--- config.mk ---
export PLATFORM = sky130hd
export DESIGN_NAME = uart_lvl_irq
export DESIGN_NICKNAME = d
export VERILOG_FILES = /design/src/rtl/uart_lvl_pkg.sv /design/src/rtl/uart_lvl_regs.sv /design/src/rtl/uart_lvl_decode.sv /design/src/rtl/uart_lvl_cross.sv /design/src/rtl/uart_lvl_irq.sv
export SDC_FILE = /design/constraint.sdc
export NUM_CORES = 1
export LEC_CHECK = 0
export ABC_AREA = 1
export BUFFER_PORTS_ARGS = -buffer_cell sky130_fd_sc_hd__clkbuf_2
export CELL_PAD_IN_SITES_DETAIL_PLACEMENT = 0
export CELL_PAD_IN_SITES_GLOBAL_PLACEMENT = 1
export CORE_MARGIN = 5
export CORE_UTILIZATION = 30
export DETAILED_ROUTE_END_ITERATION = 6
export GPL_TIMING_DRIVEN = 0
export PLACE_DENSITY = 0.82
export REMOVE_ABC_BUFFERS = 1
export SLEW_MARGIN = 20
export SYNTH_ARGS = -nofsm -noshare
export SYNTH_HDL_FRONTEND = slang
export SYNTH_SLANG_ARGS = --single-unit
--- constraint.sdc ---
create_clock -name clk -period 2.8 [get_ports clk]
set_input_delay 0.14 -clock clk [delete_from_list [all_inputs] [get_ports clk]]
set_output_delay 0.14 -clock clk [all_outputs]
set_load 0.1 [all_outputs]
--- src/rtl/uart_lvl_pkg.sv ---
package uart_lvl_pkg;

  typedef enum logic [2:0] {
    LVL_EIGHTH  = 3'd0,
    LVL_QUARTER = 3'd1,
    LVL_HALF    = 3'd2,
    LVL_3QUART  = 3'd3,
    LVL_7EIGHTH = 3'd4
  } lvl_code_e;

  localparam logic [2:0] LVL_RESET_CODE = LVL_HALF;

  // Threshold in entries for a code and a FIFO depth; reserved codes map to half.
  function automatic int unsigned lvl_of(input logic [2:0] code, input int unsigned depth);
    case (code)
      LVL_EIGHTH:  return depth / 8;
      LVL_QUARTER: return depth / 4;
      LVL_3QUART:  return (3 * depth) / 4;
      LVL_7EIGHTH: return (7 * depth) / 8;
      default:     return depth / 2;
    endcase
  endfunction

endpackage

--- src/rtl/uart_lvl_regs.sv ---
module uart_lvl_regs
  import uart_lvl_pkg::*;
#(
  parameter int ADDR_W   = 2,
  parameter int CFG_ADDR = 0,
  parameter int CLR_ADDR = 1
) (
  input  logic              clk,
  input  logic              rst,
  input  logic [ADDR_W-1:0] reg_addr,
  input  logic              reg_wr,
  input  logic [31:0]       reg_wdata,
  output logic [31:0]       reg_rdata,
  output logic [2:0]        rx_code,
  output logic [2:0]        tx_code,
  output logic              rx_clr,
  output logic              tx_clr
);

  localparam logic [ADDR_W-1:0] CFG_A = ADDR_W'(CFG_ADDR);
  localparam logic [ADDR_W-1:0] CLR_A = ADDR_W'(CLR_ADDR);

  logic cfg_hit;
  logic clr_hit;
  logic unused_wdata_hi;

  assign cfg_hit = reg_addr == CFG_A;
  assign clr_hit = reg_addr == CLR_A;
  assign unused_wdata_hi = ^reg_wdata[31:6];

  always_ff @(posedge clk) begin
    if (rst) begin
      rx_code <= LVL_RESET_CODE;
      tx_code <= LVL_RESET_CODE;
    end else if (reg_wr && cfg_hit) begin
      rx_code <= reg_wdata[5:3];
      tx_code <= reg_wdata[2:0];
    end
  end

  always_ff @(posedge clk) begin
    if (rst) begin
      reg_rdata <= '0;
    end else if (cfg_hit) begin
      reg_rdata <= {26'd0, rx_code, tx_code};
    end else begin
      reg_rdata <= '0;
    end
  end

  assign rx_clr = reg_wr && clr_hit && reg_wdata[0];
  assign tx_clr = reg_wr && clr_hit && reg_wdata[1];

endmodule

--- src/rtl/uart_lvl_decode.sv ---
module uart_lvl_decode
  import uart_lvl_pkg::*;
#(
  parameter int DEPTH = 16,
  parameter int CNT_W = $clog2(DEPTH + 1)
) (
  input  logic [2:0]       code,
  output logic [CNT_W-1:0] thr
);

  always_comb begin
    thr = CNT_W'(lvl_of(code, DEPTH));
  end

endmodule

--- src/rtl/uart_lvl_cross.sv ---
module uart_lvl_cross #(
  parameter int CNT_W     = 5,
  parameter int RESET_LVL = 0
) (
  input  logic             clk,
  input  logic             rst,
  input  logic [CNT_W-1:0] level,
  input  logic [CNT_W-1:0] thr,
  input  logic             clr,
  output logic             flag
);

  logic [CNT_W-1:0] prev_lvl;
  logic             crossing;

  assign crossing = (prev_lvl < thr) && (level >= thr);

  always_ff @(posedge clk) begin
    if (rst) begin
      prev_lvl <= CNT_W'(RESET_LVL);
      flag     <= 1'b0;
    end else begin
      prev_lvl <= level;
      if (crossing) begin
        flag <= 1'b1;
      end else if (clr) begin
        flag <= 1'b0;
      end
    end
  end

endmodule

--- src/rtl/uart_lvl_irq.sv ---
module uart_lvl_irq
  import uart_lvl_pkg::*;
#(
  parameter int DEPTH    = 16,
  parameter int ADDR_W   = 2,
  parameter int CFG_ADDR = 0,
  parameter int CLR_ADDR = 1,
  parameter int CNT_W    = $clog2(DEPTH + 1)
) (
  input  logic              clk,
  input  logic              rst,
  input  logic [ADDR_W-1:0] reg_addr,
  input  logic              reg_wr,
  input  logic [31:0]       reg_wdata,
  output logic [31:0]       reg_rdata,
  input  logic [CNT_W-1:0]  rx_count,
  input  logic [CNT_W-1:0]  tx_count,
  output logic              rx_irq,
  output logic              tx_irq
);

  localparam int NCH = 2;

  logic [2:0]       chan_code [NCH];
  logic [CNT_W-1:0] chan_lvl  [NCH];
  logic [CNT_W-1:0] chan_thr  [NCH];
  logic             chan_clr  [NCH];
  logic             chan_flag [NCH];

  logic [2:0] rx_code_w;
  logic [2:0] tx_code_w;
  logic       rx_clr_w;
  logic       tx_clr_w;

  uart_lvl_regs #(
    .ADDR_W  (ADDR_W),
    .CFG_ADDR(CFG_ADDR),
    .CLR_ADDR(CLR_ADDR)
  ) i_regs (
    .clk      (clk),
    .rst      (rst),
    .reg_addr (reg_addr),
    .reg_wr   (reg_wr),
    .reg_wdata(reg_wdata),
    .reg_rdata(reg_rdata),
    .rx_code  (rx_code_w),
    .tx_code  (tx_code_w),
    .rx_clr   (rx_clr_w),
    .tx_clr   (tx_clr_w)
  );

  assign chan_code[0] = rx_code_w;
  assign chan_code[1] = tx_code_w;
  assign chan_clr[0]  = rx_clr_w;
  assign chan_clr[1]  = tx_clr_w;
  // Receive level is occupancy; transmit level is free space.
  assign chan_lvl[0]  = rx_count;
  assign chan_lvl[1]  = CNT_W'(DEPTH) - tx_count;

  for (genvar g = 0; g < NCH; g++) begin : g_chan
    uart_lvl_decode #(
      .DEPTH(DEPTH),
      .CNT_W(CNT_W)
    ) i_decode (
      .code(chan_code[g]),
      .thr (chan_thr[g])
    );

    uart_lvl_cross #(
      .CNT_W    (CNT_W),
      .RESET_LVL((g == 0) ? 0 : DEPTH)
    ) i_cross (
      .clk  (clk),
      .rst  (rst),
      .level(chan_lvl[g]),
      .thr  (chan_thr[g]),
      .clr  (chan_clr[g]),
      .flag (chan_flag[g])
    );
  end

  assign rx_irq = chan_flag[0];
  assign tx_irq = chan_flag[1];

endmodule

==> metrics.txt, run 1 <==
EDFF count, synth 0; xor and xnor fraction of the mapped netlist area less than 1%; placement row count 23; fin crit period approximately 1.5 ns; sink of the worst hold path g_chan[0].i_cross.prev_lvl[2]; remaining global-route overflow 0; WP data required between 2 and 3 ns; startpoint of the worst register-to-register path i_regs.rx_code[1]; cell with the largest stage delay on the worst path sky130_fd_sc_hd__dfxtp_1; total of max-cap violations 0; Final Wtd Congestion roughly 0.74; largest area contributor in the synthesized netlist sky130_fd_sc_hd__dfxtp_1; leading cell type by number of instances after synthesis sky130_fd_sc_hd__inv_1; final total negative setup slack 0 ns; final hold violation count 0; Fmax about 660 MHz; min-delay src rx_count[2]; largest net degree at the start of global routing 14; share of layout cells above drive strength 1 18.7%; Die Outline Area between 0.005 and 0.006 sq mm; Critical Path Sink Type flip-flop; CP bufs+invs 1; number of DRC violations after detailed routing 0; via count of the first global-routing pass between 800 and 900; total of flip-flops plus latches after synthesis 22; Worst-Margin Slew between 0.5 and 0.6 ns; die span in x 74.5 microns; post-synthesis share of cell area spent on full adders, half adders and majority gates between 10% and 20%; Layout Nets 257; CP Max Fanout 3; clock insertion delay at the later pin of the skew report ~0.26 ns; r2r setup slk 1.29 ns; largest family of logic cells by synthesized area buffers and inverters; number of clock sinks seen by CTS 22; first-pass GRT wire length ~3500 microns; number of warning messages in the yosys log 0; count of cell types in the netlist 19; cell seen most often among critical-path stages sky130_fd_sc_hd__nand3_1; dominant synthesized flop cell sky130_fd_sc_hd__dfxtp_1; leading cell types by total area after synthesis sky130_fd_sc_hd__dfxtp_1, sky130_fd_sc_hd__buf_4, sky130_fd_sc_hd__ha_1; number of diodes added for antenna fixing 0; Mapped Area ~0.0012 sq mm; maximum level of the CTS H-tree 1; Wirelength per Cell between 9 and 10 microns; share of synthesized flip-flops with an asynchronous set or reset 0%; crit path kind flip-flop to flip-flop; overall die height about 74 microns; Synth top cells by count sky130_fd_sc_hd__inv_1, sky130_fd_sc_hd__buf_4, sky130_fd_sc_hd__nand2_1; Fin Clk Skew 0.00792 ns; WP data arrival ~1.7 ns; CTS clock-pin slew for the worst setup and hold paths 0.08 ns; violation count after the first detailed-routing iteration 25; Max rail drop VDD ~0.25 mV; Worst slew margin between 60% and 70%; compound-cell area share of the yosys netlist 7.63%; count of nets left with antenna violations after detail routing 0; GR Util All Layers a little over 8%; critical path cell sequence nor2_2, o21ai_0, ha_1, inv_1, o21bai_1, nand2_1, nand3_1, nand3_1, a21oi_1; total number of vias roughly 1000; number of instances in the synthesized netlist 168; count of input and output buffers 28; Critical R2R Capture g_chan[0].i_cross.flag; cell class contributing the biggest share of worst-path delay compound AO/OA/AOI/OAI gates; kind of path behind the tightest hold check input pin to flip-flop; post-synthesis mux area share 0%; total clock buffers created by CTS 3; HPWL Detailed between 1500 and 2000 microns; Core Area ~0.004 sq mm; number of antenna violations at the first check in global routing 0; result of the run complete, no violations; cts repair resizes 0; Pre-antenna DRT Iters 4; simple logic cell fraction of the synthesized area slightly above 20%; portion of the post-synthesis area used by sequential elements 35.3%; number of max-slew violations in the final report 0; RSZ-0062 raised after global routing no; Post-Route Hold Slack about 0.090 ns; number of inserted filler cells in the final layout 444; clock tree root buffer cell sky130_fd_sc_hd__clkbuf_8; number of cells on the worst reg-to-reg path 9; clock tree from TritonCTS yes; number of setup violations in the final report 0; number of buffers inserted by hold repair at cts 0; initial core utilization between 30% and 40%; number of ports placed on the die boundary 81; number of instances on the worst hold path 3; Total Routed Length ~2200 microns; Area growth syn-to-layout 13.5%; Avg Cell Area, Syn between 7 and 8 sq um; Max Buffers Root-to-Sink 2; Vias per Instance about 3.9; fraction of post-synthesis cell area in the top cell type by area between 30% and 40%; biggest cell delay along the critical path approximately 0.38 ns; startpoint types flip-flop; total power density per cell area between 600 and 700 mW/mm^2; number of setup buffers added after CTS 0; Leakage Power roughly 0.8 nW; share of the clock period used by the worst path after layout 54.0%
per-stage QoR:
stage / util [%] / area [sq um] / setup slack (ns) / power, mW / instances
2_1_floorplan: - / 1140 / 1.48 / 0.594 / 166
3_3_place_gp: 33.6 / 1340 / 1.30 / 0.631 / 244
3_5_place_dp: 33.6 / 1340 / 1.27 / 0.634 / 244
4_1_cts: 35.3 / 1410 / 1.24 / 0.927 / 248
5_1_grt: 35.3 / 1410 / 1.15 / 0.961 / 248
6_report: 35.3 / 1410 / 1.29 / 0.917 / 248
cell usage in the layout, fill, tap and decap left out, drive strengths merged:
| cell type | Yosys | final |
|---|---|---|
| a21oi | 7 | 7 |
| bufinv | 0 | 1 |
| clkbuf | 0 | 31 |
| conb | 1 | 26 |
| dfxtp | 22 | 22 |
| ha | 11 | 11 |
| inv | 28 | 28 |
| nand2 | 26 | 26 |
| nand3 | 5 | 5 |
| nand4 | 3 | 3 |
| nor2 | 26 | 26 |
| nor3 | 1 | 1 |
| o211ai | 2 | 2 |
| o21ai | 6 | 6 |
| o21bai | 1 | 1 |
| or2 | 1 | 1 |
| xnor2 | 1 | 1 |
layer usage:
metal	GRT usage (%)	vias up	part of all wire (%)
li1	-	524	-
met1	9.04	415	40
met2	14.7	30	50
met3	2.43	4	9.2
met4	2.37	0	1.0
met5	0	-	0
cell families (layout without fill, tap and decap cells):
family | after synthesis | after routing
adders and majority gates | 11 | 11
other | 1 | 26
AOI/OAI and AO/OA | 16 | 16
and+or+nand+nor | 62 | 62
buffers and inverters | 55 | 60
DFF | 22 | 22
xor gates and xnor gates | 1 | 1
registers in the layout, summed over array words and instances (netlist names):
signal                   cells
g_chan.i_cross.flag          2
g_chan.i_cross.prev_lvl      8
i_regs.reg_rdata             6
i_regs.rx_code               3
i_regs.tx_code               3
final cells by class:
type	instances	area [sq um]	share of cell area (%)
inverters	28	105	7.43
well taps	50	62.6	4.42
clock inverters	1	30.0	2.12
flip-flops and latches	22	440	31.2
clock buffers	3	41.3	2.92
multi-input cells	116	594	42.0
repair buffers	28	140	9.91
worst reg2reg max path, delay by kind of cell, from the launching register on:
kind / cells / cell delay (ns)
flip-flops: 1 / 0.38
buffers and inverters: 1 / 0.06
AO/OA/AOI/OAI: 3 / 0.39
AND/OR/NAND/NOR: 4 / 0.26
adder cells (fa/ha/maj): 1 / 0.31
how the worst max path moves through the flow:
stage,slack [ns],from,end,cells past startpoint
3_3_place_gp,1.30,i_regs.rx_code[1],g_chan[0].i_cross.flag,9
5_1_grt,1.15,i_regs.rx_code[1],g_chan[0].i_cross.flag,9
3_5_place_dp,1.27,i_regs.rx_code[1],g_chan[0].i_cross.flag,9
4_1_cts,1.24,i_regs.rx_code[1],g_chan[0].i_cross.flag,9
2_1_floorplan,1.48,i_regs.rx_code[0],g_chan[0].i_cross.flag,9
6_report,1.29,i_regs.rx_code[1],g_chan[0].i_cross.flag,9
report_power, final:
| part | leakage [nW] | switching (mW) | internal, mW |
|---|---|---|---|
| logic | 0.584 | 0.243 | 0.0451 |
| clock network | 0.0357 | 0.102 | 0.191 |
| registers | 0.181 | 0.00729 | 0.329 |
| total | 0.800 | 0.352 | 0.565 |
Note: power is estimated with default switching activity, not from simulation.
==> run 2, diff against run 1 <==
--- a/config.mk
+++ b/config.mk
@@ -5,15 +5,15 @@
 export SDC_FILE = /design/constraint.sdc
 export NUM_CORES = 1
 export LEC_CHECK = 0
-export ABC_AREA = 1
+export ABC_AREA = 0
 export BUFFER_PORTS_ARGS = -buffer_cell sky130_fd_sc_hd__clkbuf_2
 export CELL_PAD_IN_SITES_DETAIL_PLACEMENT = 0
 export CELL_PAD_IN_SITES_GLOBAL_PLACEMENT = 1
 export CORE_MARGIN = 5
-export CORE_UTILIZATION = 30
+export CORE_UTILIZATION = 29
 export DETAILED_ROUTE_END_ITERATION = 6
 export GPL_TIMING_DRIVEN = 0
-export PLACE_DENSITY = 0.82
+export PLACE_DENSITY = 0.77
 export REMOVE_ABC_BUFFERS = 1
 export SLEW_MARGIN = 20
 export SYNTH_ARGS = -nofsm -noshare
==> constraint.sdc (replaced) <==
create_clock -name clk -period 1.5 [get_ports clk]
set_input_delay 0.075 -clock clk [delete_from_list [all_inputs] [get_ports clk]]
set_output_delay 0.075 -clock clk [all_outputs]
set_load 0.1 [all_outputs]
==> run 2 against run 1 <==
Compared with the run above:
- clock skew shrank 0.0067 ns
- sequential power is 87% higher
- cell area increased by 2.9%
- die area is 1.1% higher
- fmax is 5.8% higher
- critical endpoint unchanged
- worst hold slack worse by 0.076 ns
- critical path depth decreased by 2
- power up 67%
==> metrics.txt, run 2 <==
Pre-antenna DRT Iters 4 (unchanged); Fin Clk Skew 0.00119 ns (was 0.00792 ns); remaining global-route overflow 0 (unchanged); leading cell types by total area after synthesis sky130_fd_sc_hd__dfxtp_1, sky130_fd_sc_hd__buf_4, sky130_fd_sc_hd__ha_1 (unchanged); area used by multi-input combinational logic 699 sq um (was 594 sq um); share of synthesized flip-flops with an asynchronous set or reset 0% (unchanged); Die Outline Area 0.00560 sq mm (was 0.00554 sq mm); critical path cell sequence nor2_4, mux2i_4, ha_1, nand2_1, a21oi_2, a2111oi_4, o22ai_1 (was nor2_2, o21ai_0, ha_1, inv_1, o21bai_1, nand2_1, nand3_1, nand3_1, a21oi_1); internal power 886 uW (was 565 uW); number of setup violations in the final report 0 (unchanged); Final Wtd Congestion 0.711 (was 0.742); via count of the first global-routing pass 719 (was 895); Critical Path Sink Type flip-flop (unchanged); initial core utilization 30.3% (was 31.2%); met2 global-route usage 11.3% (was 14.7%); highest-utilization routing layer at the global route stage met2 (unchanged); clock tree from TritonCTS yes (unchanged); share of the clock period used by the worst path after layout 95.3% (was 54.0%); Worst-Margin Slew 0.542 ns (was 0.543 ns); part of the power in combinational logic 35.4% (was 31.4%); Area growth syn-to-layout 19.3% (was 13.5%); overall power of the completed layout 1.53 mW (was 917 uW); biggest cell delay along the critical path 0.37 ns (was 0.38 ns); CP Max Fanout 4 (was 3); Vias per Instance 4.11 (was 3.92); portion of the post-synthesis area used by sequential elements 36.1% (was 35.3%); WP data required 1.64 ns (was 2.94 ns); placement row count 23 (unchanged); fin crit period 1.43 ns (was 1.51 ns); total of flip-flops plus latches after synthesis 22 (unchanged); count of nets left with antenna violations after detail routing 0 (unchanged); Max Buffers Root-to-Sink 2 (unchanged); number of diodes added for antenna fixing 0 (unchanged); crit path kind flip-flop to flip-flop (unchanged); largest reg by FF count g_chan.i_cross.prev_lvl (unchanged); worst slack after detailed placement -0.221 ns (was 1.27 ns); Wirelength per Cell 10.6 microns (was 9.04 microns); final setup slack of the worst path 0.0704 ns (was 1.29 ns); largest area contributor in the synthesized netlist sky130_fd_sc_hd__dfxtp_1 (unchanged); Worst slew margin 64.0% (was 63.9%); max reg flops 8 (unchanged); cell area after placement 0.00129 sq mm (was 0.00134 sq mm); fraction of post-synthesis cell area in the top cell type by area 36.1% (was 35.3%); startpoint types flip-flop (unchanged); count of input and output buffers 28 (unchanged); GR Util All Layers 7.22% (was 8.10%); number of instances in the synthesized netlist 130 (was 168); maximum level of the CTS H-tree 1 (unchanged); Total Routed Length 2230 microns (was 2240 microns); total power density per cell area 1050 mW/mm^2 (was 649 mW/mm^2); Layout Nets 221 (was 257); Core Area 0.00403 sq mm (was 0.00400 sq mm); sequential power share 41.1% (was 36.7%); RSZ-0062 raised after global routing yes (was no); total net switching power 645 uW (was 352 uW); Critical R2R Capture g_chan[0].i_cross.flag (unchanged); r2r setup slk 0.07 ns (was 1.29 ns); first-pass GRT wire length 3130 microns (was 3530 microns); leading cell type in the layout, fill and taps excluded sky130_fd_sc_hd__clkbuf_2; number of warning messages in the yosys log 0 (unchanged); min-delay src reg_wdata[4] (was rx_count[2]); EDFF count, synth 0 (unchanged); result of the run complete, no violations (unchanged); number of buffers inserted by hold repair at cts 0 (unchanged); die span in x 74.9 microns (was 74.5 microns); highest-count cells in the layout ignoring fill and taps sky130_fd_sc_hd__clkbuf_2, sky130_fd_sc_hd__conb_1, sky130_fd_sc_hd__dfxtp_1 (was sky130_fd_sc_hd__inv_1, sky130_fd_sc_hd__clkbuf_2, sky130_fd_sc_hd__nand2_1, sky130_fd_sc_hd__conb_1, sky130_fd_sc_hd__nor2_1); number of cells after detailed placement 204 (was 244); clock insertion delay at the later pin of the skew report 0.26 ns (about the same); Leakage Power 0.683 nW (was 0.800 nW); number of instances on the worst hold path 2 (was 3); number of cells on the worst reg-to-reg path 7 (was 9); share of layout cells above drive strength 1 34.2% (was 18.7%); kind of path behind the tightest hold check input pin to flip-flop (unchanged); violation count after the first detailed-routing iteration 56 (was 25); dominant synthesized flop cell sky130_fd_sc_hd__dfxtp_1 (unchanged); Mapped Area 0.00122 sq mm (was 0.00125 sq mm); HPWL Detailed 1740 microns (was 1950 microns); number of clock sinks seen by CTS 22 (unchanged); non-filler instance count after layout 211 (was 248); Max rail drop VDD 0.287 mV (was 0.252 mV); cell area after layout 0.00146 sq mm (was 0.00141 sq mm); registers with the highest flip-flop counts g_chan.i_cross.prev_lvl: 8 flops, i_regs.reg_rdata: 6 flops (unchanged); CTS clock-pin slew for the worst setup and hold paths 0.08 ns (about the same); number of inserted filler cells in the final layout 419 (was 444); number of DRC violations after detailed routing 0 (unchanged); overall die height 74.9 microns (was 74.5 microns); total clock buffers created by CTS 3 (unchanged); switching portion of total power 42.1% (was 38.4%); leading cell type by number of instances after synthesis sky130_fd_sc_hd__buf_4 (was sky130_fd_sc_hd__inv_1); Avg Cell Area, Syn 9.38 sq um (was 7.42 sq um); Sequential Area 463 sq um (was 440 sq um); count of cell types in the netlist 29 (was 19); startpoint of the worst register-to-register path i_regs.rx_code[0] (was i_regs.rx_code[1]); portion of total power attributed to the clock network 23.5% (was 31.9%); Fmax 699 MHz (was 661 MHz); Post-Route Hold Slack 0.0138 ns (was 0.0901 ns); total of max-cap violations 0 (unchanged); number of ports placed on the die boundary 81 (unchanged); number of max-slew violations in the final report 0 (unchanged); final hold violation count 0 (unchanged); largest net degree at the start of global routing 20 (was 14); routing usage on met1 9.48% (was 9.04%); cell with the largest stage delay on the worst path sky130_fd_sc_hd__dfxtp_4 (was sky130_fd_sc_hd__dfxtp_1); number of antenna violations at the first check in global routing 0 (unchanged); sink of the worst hold path i_regs.rx_code[1] (was g_chan[0].i_cross.prev_lvl[2]); clock tree root buffer cell sky130_fd_sc_hd__clkbuf_8 (unchanged); total number of vias 868 (was 973); Synth top cells by count sky130_fd_sc_hd__buf_4, sky130_fd_sc_hd__dfxtp_1, sky130_fd_sc_hd__ha_1 (was sky130_fd_sc_hd__inv_1, sky130_fd_sc_hd__buf_4, sky130_fd_sc_hd__nand2_1); WP data arrival 1.57 ns (was 1.65 ns); met3 track demand over resource in global routing 1.34% (was 2.43%)
[run 2: cell count changes in the layout (fill, tap and decap cells not counted), moves of 4 or more]
cell                      change
sky130_fd_sc_hd__a21oi_1      -5
sky130_fd_sc_hd__buf_4        +4
sky130_fd_sc_hd__dfxtp_4      +6
sky130_fd_sc_hd__nor2_1      -17
sky130_fd_sc_hd__and2_1       +6
sky130_fd_sc_hd__mux2i_1      +4
sky130_fd_sc_hd__inv_1       -23
sky130_fd_sc_hd__nand2_1     -24
sky130_fd_sc_hd__dfxtp_1      -6
sky130_fd_sc_hd__nor2b_1      +5
[run 2: routing by layer]
metal  share of wire, %  wire [microns]
met1                 38             858
met2                 49            1090
met3                 11             255
met4                1.2              27
met5                  0               0
[run 2: cell type report]
| class | count | area share (%) |
|---|---|---|
| inverter | 5 | 1.29 |
| multi-input combinational | 99 | 48.1 |
| clock buffer | 3 | 2.84 |
| sequential | 22 | 31.8 |
| timing repair buffer | 32 | 11.7 |
| tap | 50 | 4.30 |
[run 2: worst max path at each step]
stage	startpoint	cells past startpoint	slack, ns	to
3_3_place_gp	i_regs.rx_code[0]	7	-0.23	g_chan[0].i_cross.flag
4_1_cts	i_regs.tx_code[2]	6	0.001	g_chan[1].i_cross.flag
3_5_place_dp	i_regs.rx_code[0]	7	-0.22	g_chan[0].i_cross.flag
2_1_floorplan	i_regs.rx_code[0]	7	0.06	g_chan[0].i_cross.flag
6_report	i_regs.rx_code[0]	7	0.07	g_chan[0].i_cross.flag
5_1_grt	i_regs.tx_code[0]	7	-0.06	g_chan[1].i_cross.flag
[run 2: critical path, delay by kind of cell, from the launching register on]
family,cells,cell delay (ns)
AO/OA/AOI/OAI,3,0.37
AND/OR/NAND/NOR,2,0.22
multiplexers,1,0.08
flip-flops,1,0.37
adder cells (fa/ha/maj),1,0.27
[run 2: power by group through the flow]
stage | Clock (mW) | Combinational (mW) | Sequential (mW)
2_1_floorplan | 0 | 0.373 | 0.712
3_3_place_gp | 0 | 0.510 | 0.644
3_5_place_dp | 0 | 0.511 | 0.644
4_1_cts | 0.358 | 0.519 | 0.632
5_1_grt | 0.397 | 0.574 | 0.632
6_report | 0.360 | 0.542 | 0.629
[run 2: metrics by stage]
step / setup TNS (ns) / util [%]
after floorplan: 0 / -
after global placement: -0.246 / 32.0
after detailed placement: -0.249 / 32.0
after CTS: 0 / 33.7
after global routing: -0.0813 / 36.1
final: 0 / 36.1
[run 2: logic make-up after synthesis]
family	after synthesis	synth area share [%]
buf+inv	34	20.0
other cells	1	0.307
flops	22	36.1
fa+ha+maj	11	11.3
compound gates	12	6.05
xor+xnor	3	2.15
simple gates	41	19.2
mux	6	4.92
[run 2: repair_timing]
item                                    in CTS  in global routing
buffers inserted                             1                  3
pin swaps                                    0                  1
endpoints found under the setup margin       2                  2
gates resized for setup                      8                 22
cloned                                       0                  0
